[config.mk]
export PLATFORM = sky130hd
export DESIGN_NAME = dmac_unit
export DESIGN_NICKNAME = d
export VERILOG_FILES = /design/src/rtl/dmac_pkg.sv /design/src/rtl/dmac_mult.sv /design/src/rtl/dmac_combine.sv /design/src/rtl/dmac_acc_bank.sv /design/src/rtl/dmac_unit.sv
export SDC_FILE = /design/constraint.sdc
export NUM_CORES = 2
export LEC_CHECK = 0
export ABC_AREA = 0
export BUFFER_PORTS_ARGS = -buffer_cell sky130_fd_sc_hd__buf_2
export CAP_MARGIN = 15
export CORE_AREA = 10 10 279 254
export DETAILED_ROUTE_END_ITERATION = 16
export DIE_AREA = 0 0 289 264
export GPL_ROUTABILITY_DRIVEN = 0
export GPL_TIMING_DRIVEN = 0
export PLACE_DENSITY = 0.84
export SETUP_SLACK_MARGIN = 0.05
export SLEW_MARGIN = 25
export SYNTH_ARGS = -nofsm -noshare
export SYNTH_HDL_FRONTEND = slang
export SYNTH_SLANG_ARGS = --single-unit
[constraint.sdc]
create_clock -name clk -period 12.8 [get_ports clk]
set_input_delay 2.56 -clock clk [delete_from_list [all_inputs] [get_ports clk]]
set_output_delay 2.56 -clock clk [all_outputs]
set_load 0.005 [all_outputs]
[src/rtl/dmac_pkg.sv]
package dmac_pkg;
  localparam int DATA_W  = 32;
  localparam int HALF_W  = 16;
  localparam int ACC_W   = 64;
  localparam int WRAP_W  = 56;
  localparam int SUB_SHL = 16;
  localparam int NUM_ACC = 2;
  localparam int SEL_W   = $clog2(NUM_ACC);

  typedef enum logic [2:0] {
    OP_MULW_HI = 3'd0,
    OP_MULW_LO = 3'd1,
    OP_MACW_HI = 3'd2,
    OP_MACW_LO = 3'd3,
    OP_MSUB_LO = 3'd4
  } dmac_op_e;

  // signed word times signed halfword, extended to accumulator width
  function automatic logic signed [ACC_W-1:0] f_word_prod(
    input logic [DATA_W-1:0] a, input logic [HALF_W-1:0] h);
    logic signed [ACC_W-1:0] ea;
    logic signed [ACC_W-1:0] eh;
    ea = {{(ACC_W-DATA_W){a[DATA_W-1]}}, a};
    eh = {{(ACC_W-HALF_W){h[HALF_W-1]}}, h};
    return ea * eh;
  endfunction

  // halfword-by-halfword product, low 2*HALF_W bits kept signed, scaled up
  function automatic logic [ACC_W-1:0] f_sub_term(
    input logic [HALF_W-1:0] a, input logic [HALF_W-1:0] b);
    logic signed [2*HALF_W-1:0] ea;
    logic signed [2*HALF_W-1:0] eb;
    logic signed [2*HALF_W-1:0] p;
    ea = {{HALF_W{a[HALF_W-1]}}, a};
    eb = {{HALF_W{b[HALF_W-1]}}, b};
    p  = ea * eb;
    return {{(ACC_W-2*HALF_W){p[2*HALF_W-1]}}, p} << SUB_SHL;
  endfunction

  // fold a value to WRAP_W signed bits
  function automatic logic [ACC_W-1:0] f_wrap(input logic [ACC_W-1:0] v);
    return {{(ACC_W-WRAP_W){v[WRAP_W-1]}}, v[WRAP_W-1:0]};
  endfunction
endpackage

[src/rtl/dmac_mult.sv]
module dmac_mult
  import dmac_pkg::*;
(
  input  logic [DATA_W-1:0] src_a,
  input  logic [DATA_W-1:0] src_b,
  input  logic              use_hi,
  output logic [ACC_W-1:0]  word_prod,
  output logic [ACC_W-1:0]  sub_term
);
  logic [HALF_W-1:0] b_half;

  assign b_half    = use_hi ? src_b[DATA_W-1:DATA_W-HALF_W] : src_b[HALF_W-1:0];
  assign word_prod = f_word_prod(src_a, b_half);
  assign sub_term  = f_sub_term(src_a[HALF_W-1:0], src_b[HALF_W-1:0]);
endmodule

[src/rtl/dmac_combine.sv]
module dmac_combine
  import dmac_pkg::*;
(
  input  logic [2:0]       op_code,
  input  logic [ACC_W-1:0] cur_acc,
  input  logic [ACC_W-1:0] word_prod,
  input  logic [ACC_W-1:0] sub_term,
  output logic [ACC_W-1:0] next_acc
);
  logic [ACC_W-1:0] diff;

  assign diff = cur_acc - sub_term;

  always_comb begin
    unique case (op_code)
      OP_MULW_HI, OP_MULW_LO: next_acc = word_prod;
      OP_MACW_HI, OP_MACW_LO: next_acc = cur_acc + word_prod;
      OP_MSUB_LO:             next_acc = f_wrap(diff);
      default:                next_acc = cur_acc;
    endcase
  end
endmodule

[src/rtl/dmac_acc_bank.sv]
module dmac_acc_bank
  import dmac_pkg::*;
(
  input  logic                          clk,
  input  logic                          rst_n,
  input  logic [NUM_ACC-1:0]            wr_en,
  input  logic [ACC_W-1:0]              wr_data,
  output logic [NUM_ACC-1:0][ACC_W-1:0] acc_q
);
  for (genvar k = 0; k < NUM_ACC; k++) begin : g_acc
    always_ff @(posedge clk) begin
      if (!rst_n)        acc_q[k] <= '0;
      else if (wr_en[k]) acc_q[k] <= wr_data;
    end
  end
endmodule

[src/rtl/dmac_unit.sv]
module dmac_unit
  import dmac_pkg::*;
(
  input  logic              clk,
  input  logic              rst_n,
  input  logic              op_valid,
  input  logic [2:0]        op_code,
  input  logic              acc_sel,
  input  logic [DATA_W-1:0] src_a,
  input  logic [DATA_W-1:0] src_b,
  output logic [ACC_W-1:0]  acc0_q,
  output logic [ACC_W-1:0]  acc1_q
);
  logic                          is_word_op;
  logic                          is_msub_op;
  logic                          legal_fire;
  logic [SEL_W-1:0]              target;
  logic [NUM_ACC-1:0]            wr_en;
  logic [NUM_ACC-1:0][ACC_W-1:0] acc_q;
  logic [ACC_W-1:0]              cur_acc;
  logic [ACC_W-1:0]              word_prod;
  logic [ACC_W-1:0]              sub_term;
  logic [ACC_W-1:0]              next_acc;

  assign is_word_op = (op_code <= 3'(OP_MACW_LO));
  assign is_msub_op = (op_code == 3'(OP_MSUB_LO));
  assign legal_fire = op_valid && (is_word_op || is_msub_op);
  assign target     = is_msub_op ? SEL_W'(0) : SEL_W'(acc_sel);
  assign cur_acc    = acc_q[target];

  for (genvar k = 0; k < NUM_ACC; k++) begin : g_we
    assign wr_en[k] = legal_fire && (target == SEL_W'(k));
  end

  dmac_mult u_mult (
    .src_a    (src_a),
    .src_b    (src_b),
    .use_hi   (~op_code[0]),
    .word_prod(word_prod),
    .sub_term (sub_term)
  );

  dmac_combine u_combine (
    .op_code  (op_code),
    .cur_acc  (cur_acc),
    .word_prod(word_prod),
    .sub_term (sub_term),
    .next_acc (next_acc)
  );

  dmac_acc_bank u_bank (
    .clk    (clk),
    .rst_n  (rst_n),
    .wr_en  (wr_en),
    .wr_data(next_acc),
    .acc_q  (acc_q)
  );

  assign acc0_q = acc_q[0];
  assign acc1_q = acc_q[1];

  // no strobe, no change
  a_r10_idle_hold: assert property (@(posedge clk) disable iff (!rst_n)
    !op_valid |=> ($stable(acc0_q) && $stable(acc1_q)));

  // undefined codes write nothing
  a_r11_illegal_hold: assert property (@(posedge clk) disable iff (!rst_n)
    (op_valid && op_code > 3'd4) |=> ($stable(acc0_q) && $stable(acc1_q)));

  // subtract form never touches accumulator 1
  a_r7_msub_acc1_hold: assert property (@(posedge clk) disable iff (!rst_n)
    (op_valid && op_code == 3'd4) |=> $stable(acc1_q));

  // subtract result lies in the 56-bit signed range
  a_r8_msub_wrap: assert property (@(posedge clk) disable iff (!rst_n)
    (op_valid && op_code == 3'd4) |=>
      (acc0_q[63:55] == '0 || acc0_q[63:55] == '1));

  // plain multiply result fits a signed 48-bit value
  a_r4_mul_range: assert property (@(posedge clk) disable iff (!rst_n)
    (op_valid && op_code <= 3'd1 && !acc_sel) |=>
      (acc0_q[63:47] == '0 || acc0_q[63:47] == '1));

  // word op on accumulator 0 leaves accumulator 1 alone, and vice versa
  a_r9_other_hold0: assert property (@(posedge clk) disable iff (!rst_n)
    (op_valid && op_code <= 3'd3 && !acc_sel) |=> $stable(acc1_q));
  a_r9_other_hold1: assert property (@(posedge clk) disable iff (!rst_n)
    (op_valid && op_code <= 3'd3 && acc_sel) |=> $stable(acc0_q));
endmodule

==> out/qor.yml <==
critical_path:
  arrival_ns: 12.92
  critPathLaunchType: "input port"
  critical-path-max-stage-delay_ns: 0.69
  critPathKind: "input port to register"
  crit_path_frequent_cell: "fa_1"
  cp-end-kind: "register"
  required_ns: 13.14
  slowest_stage: "clkbuf_1"
  timing.critical_path.fanout_max: 10
clocking:
  cts_hold_buf: 0
  clk_path_buf_depth: 3
  clock_latency_ns: 0.49
  tritoncts: "done"
  htreeDepth: 4
  clk_pin_slew_ns: 0.06
  cts_made_buffers: 25
  root_buffer: "clkbuf_16"
  cts_sinks: 128
logic_synthesis:
  synthDistinctLibCells: 88
  synth_edf_count: 0
  synth_warnings: 0
  syn-num-nets: 5871
  postSynth.asyncResetShare: 0
  synth_flop_cell: "dfxtp_1"
  synth_seq_area_share: 0.06436
  netlist_instances: 4746
  avgSynthCellArea_um2: 8.390
  syn_area_mm2: 0.03982
  ys_ff_latch: 128
sta:
  post-route-period-util: 0.9829
  fin_skew_ns: 0.02497
  slew_headroom: 0.2468
  worst_slew_pin_slew_ns: 1.130
  rsz0062_at_grt: "no"
  max_clock_freq_mhz: 79.49
  setup_viol: 0
  drv_slew: 0
  hold_viol_final: 0
  period_minus_slack_ns: 12.58
floorplanning:
  die_w_um: 289
  io_pins: 199
  num_rows: 89
  coreArea_mm2: 0.06503
  die_h_um: 264
  die_area_mm2: 0.07630
  start_util: 0.6123
routing:
  avgViaCountPerCell: 6.218
  drc: 0
  vias: 36284
  drt_pass1_iterations: 9
  wl_mm: 134.5
  wl_per_cell_um: 23.05
  drt_iter0_drc: 4724
  ant_nets: 0
cells_and_area:
  fillers: 5176
  final_nets: 6087
  layout-drive-gt1-share: 0.07349
  largest-register: "u_bank.acc_q"
  stdcell_count: 5835
  area_growth_pct: 7.230
  largest_reg_flops: 128
  stdcell_area_mm2: 0.04270
  top_regs: "u_bank.acc_q x128"
placement:
  detailed_place_hpwl_mm: 110.7
  dpl_cell_area_mm2: 0.04185
  numPortBuffers: 187
  dp.cells: 5797
global_routing:
  grt_pass1_vias: 37650
  grt_max_degree: 21
  grt_remaining_overflow: 0
  grt_usage: 0.3522
  antenna_found_initial: 6
  grt_pass1_wl_mm: 208.6
run_status:
  status: "finished, final reports clean"
flow_run:
  maxCapViolCount: 0
hold_path:
  hold_class: "register to register"
==> cells in the final DEF (no fill, tap or decap), types with 128 or more instances in the layout <==
master	netlist	layout
inv_1	883	883
fa_1	750	750
nand2_1	626	626
ha_1	304	304
and2_1	287	287
a21oi_1	267	266
clkbuf_1	224	213
nor2_1	199	199
buf_2	3	190
o21ai_0	129	129
dfxtp_1	128	128
==> cells by family (layout without fill, tap and decap cells) <==
family / after synthesis / count (layout) / synth area share
simple gates: 1378 / 1378 / 0.1629
buf+inv: 1119 / 1340 / 0.1059
fa+ha+maj: 1054 / 1054 / 0.4726
compound gates: 787 / 787 / 0.1268
xor+xnor: 178 / 178 / 0.03934
flops: 128 / 128 / 0.06436
mux: 102 / 102 / 0.02812
other cells: 0 / 4 / 0
==> cell type report <==
class | count | area [µm²] | area share
diodes | 4 | 10.01 | 0.0002344
plain buffers | 235 | 919.6 | 0.02154
clock buffers | 29 | 660.6 | 0.01547
clock inverters | 3 | 40.04 | 0.0009378
inverters | 884 | 3318 | 0.07772
multi-input cells | 3499 | 33150 | 0.7765
flip-flops and latches | 128 | 2562 | 0.06002
well taps | 864 | 1081 | 0.02532
repair buffers | 189 | 950.9 | 0.02227
==> metrics by stage <==
step	utilization	setup TNS, ns	hold WS (ns)	setup slack (ns)
2_1_floorplan	-	0	0.4598	1.163
3_3_place_gp	0.6433	-66.93	0.4529	-1.552
3_5_place_dp	0.6435	-60.75	0.4599	-1.551
4_1_cts	0.6547	0	0.4662	0.05568
5_1_grt	0.6564	0	0.4930	0.05499
6_report	0.6565	0	0.4694	0.2194
==> per-layer routing <==
layer	vias up	part of all wire	GRT usage
li1	15296	-	-
met1	17455	0.34	0.4205
met2	2742	0.43	0.5370
met3	783	0.15	0.1225
met4	8	0.082	0.2222
met5	-	0.00066	0.004602
==> worst max-delay path: cells and delay by family <==
family	cells	cell delay (ns)
XOR/XNOR	2	0.74
multiplexers	1	0.58
AND/OR/NAND/NOR	8	1.93
AO/OA/AOI/OAI	11	1.92
adder cells (fa/ha/maj)	8	3.79
buffers and inverters	5	1.35
==> Yosys cell counts (96+ instances only) <==
cell type  number  area, µm²
ha_1          304       3804
fa_1          750      15010
a21oi_1       267       1336
and2_1        287       1795
nand2_1       626       2350
clkbuf_1      224      840.8
dfxtp_1       128       2562
xnor2_1       125       1095
inv_1         883       3314
a21o_1         96      720.7
nor2_1        199      747.0
o21ai_0       129      645.6
==> final timing paths <==
check,start,to,slack (ns),cells past startpoint
setup / recovery,op_code[0],u_bank.acc_q[47],0.22,35
hold / removal,u_bank.acc_q[89],u_bank.acc_q[89],0.47,2
setup reg to reg,u_bank.acc_q[16],u_bank.acc_q[46],8.05,15
hold reg to reg,u_bank.acc_q[89],u_bank.acc_q[89],0.47,2
==> timing repair <==
item                                   in CTS  in global routing
resized for setup                          10                 31
setup buffers                               0                  2
pin swaps                                   0                  2
gates cloned                                0                  0
setup endpoints to repair                  60                 42
endpoints found under the hold margin       0                  0
Power is left out: the tool's default activity adds up to more than one toggle a clock period on the data nets, which glitch-free logic cannot reach.
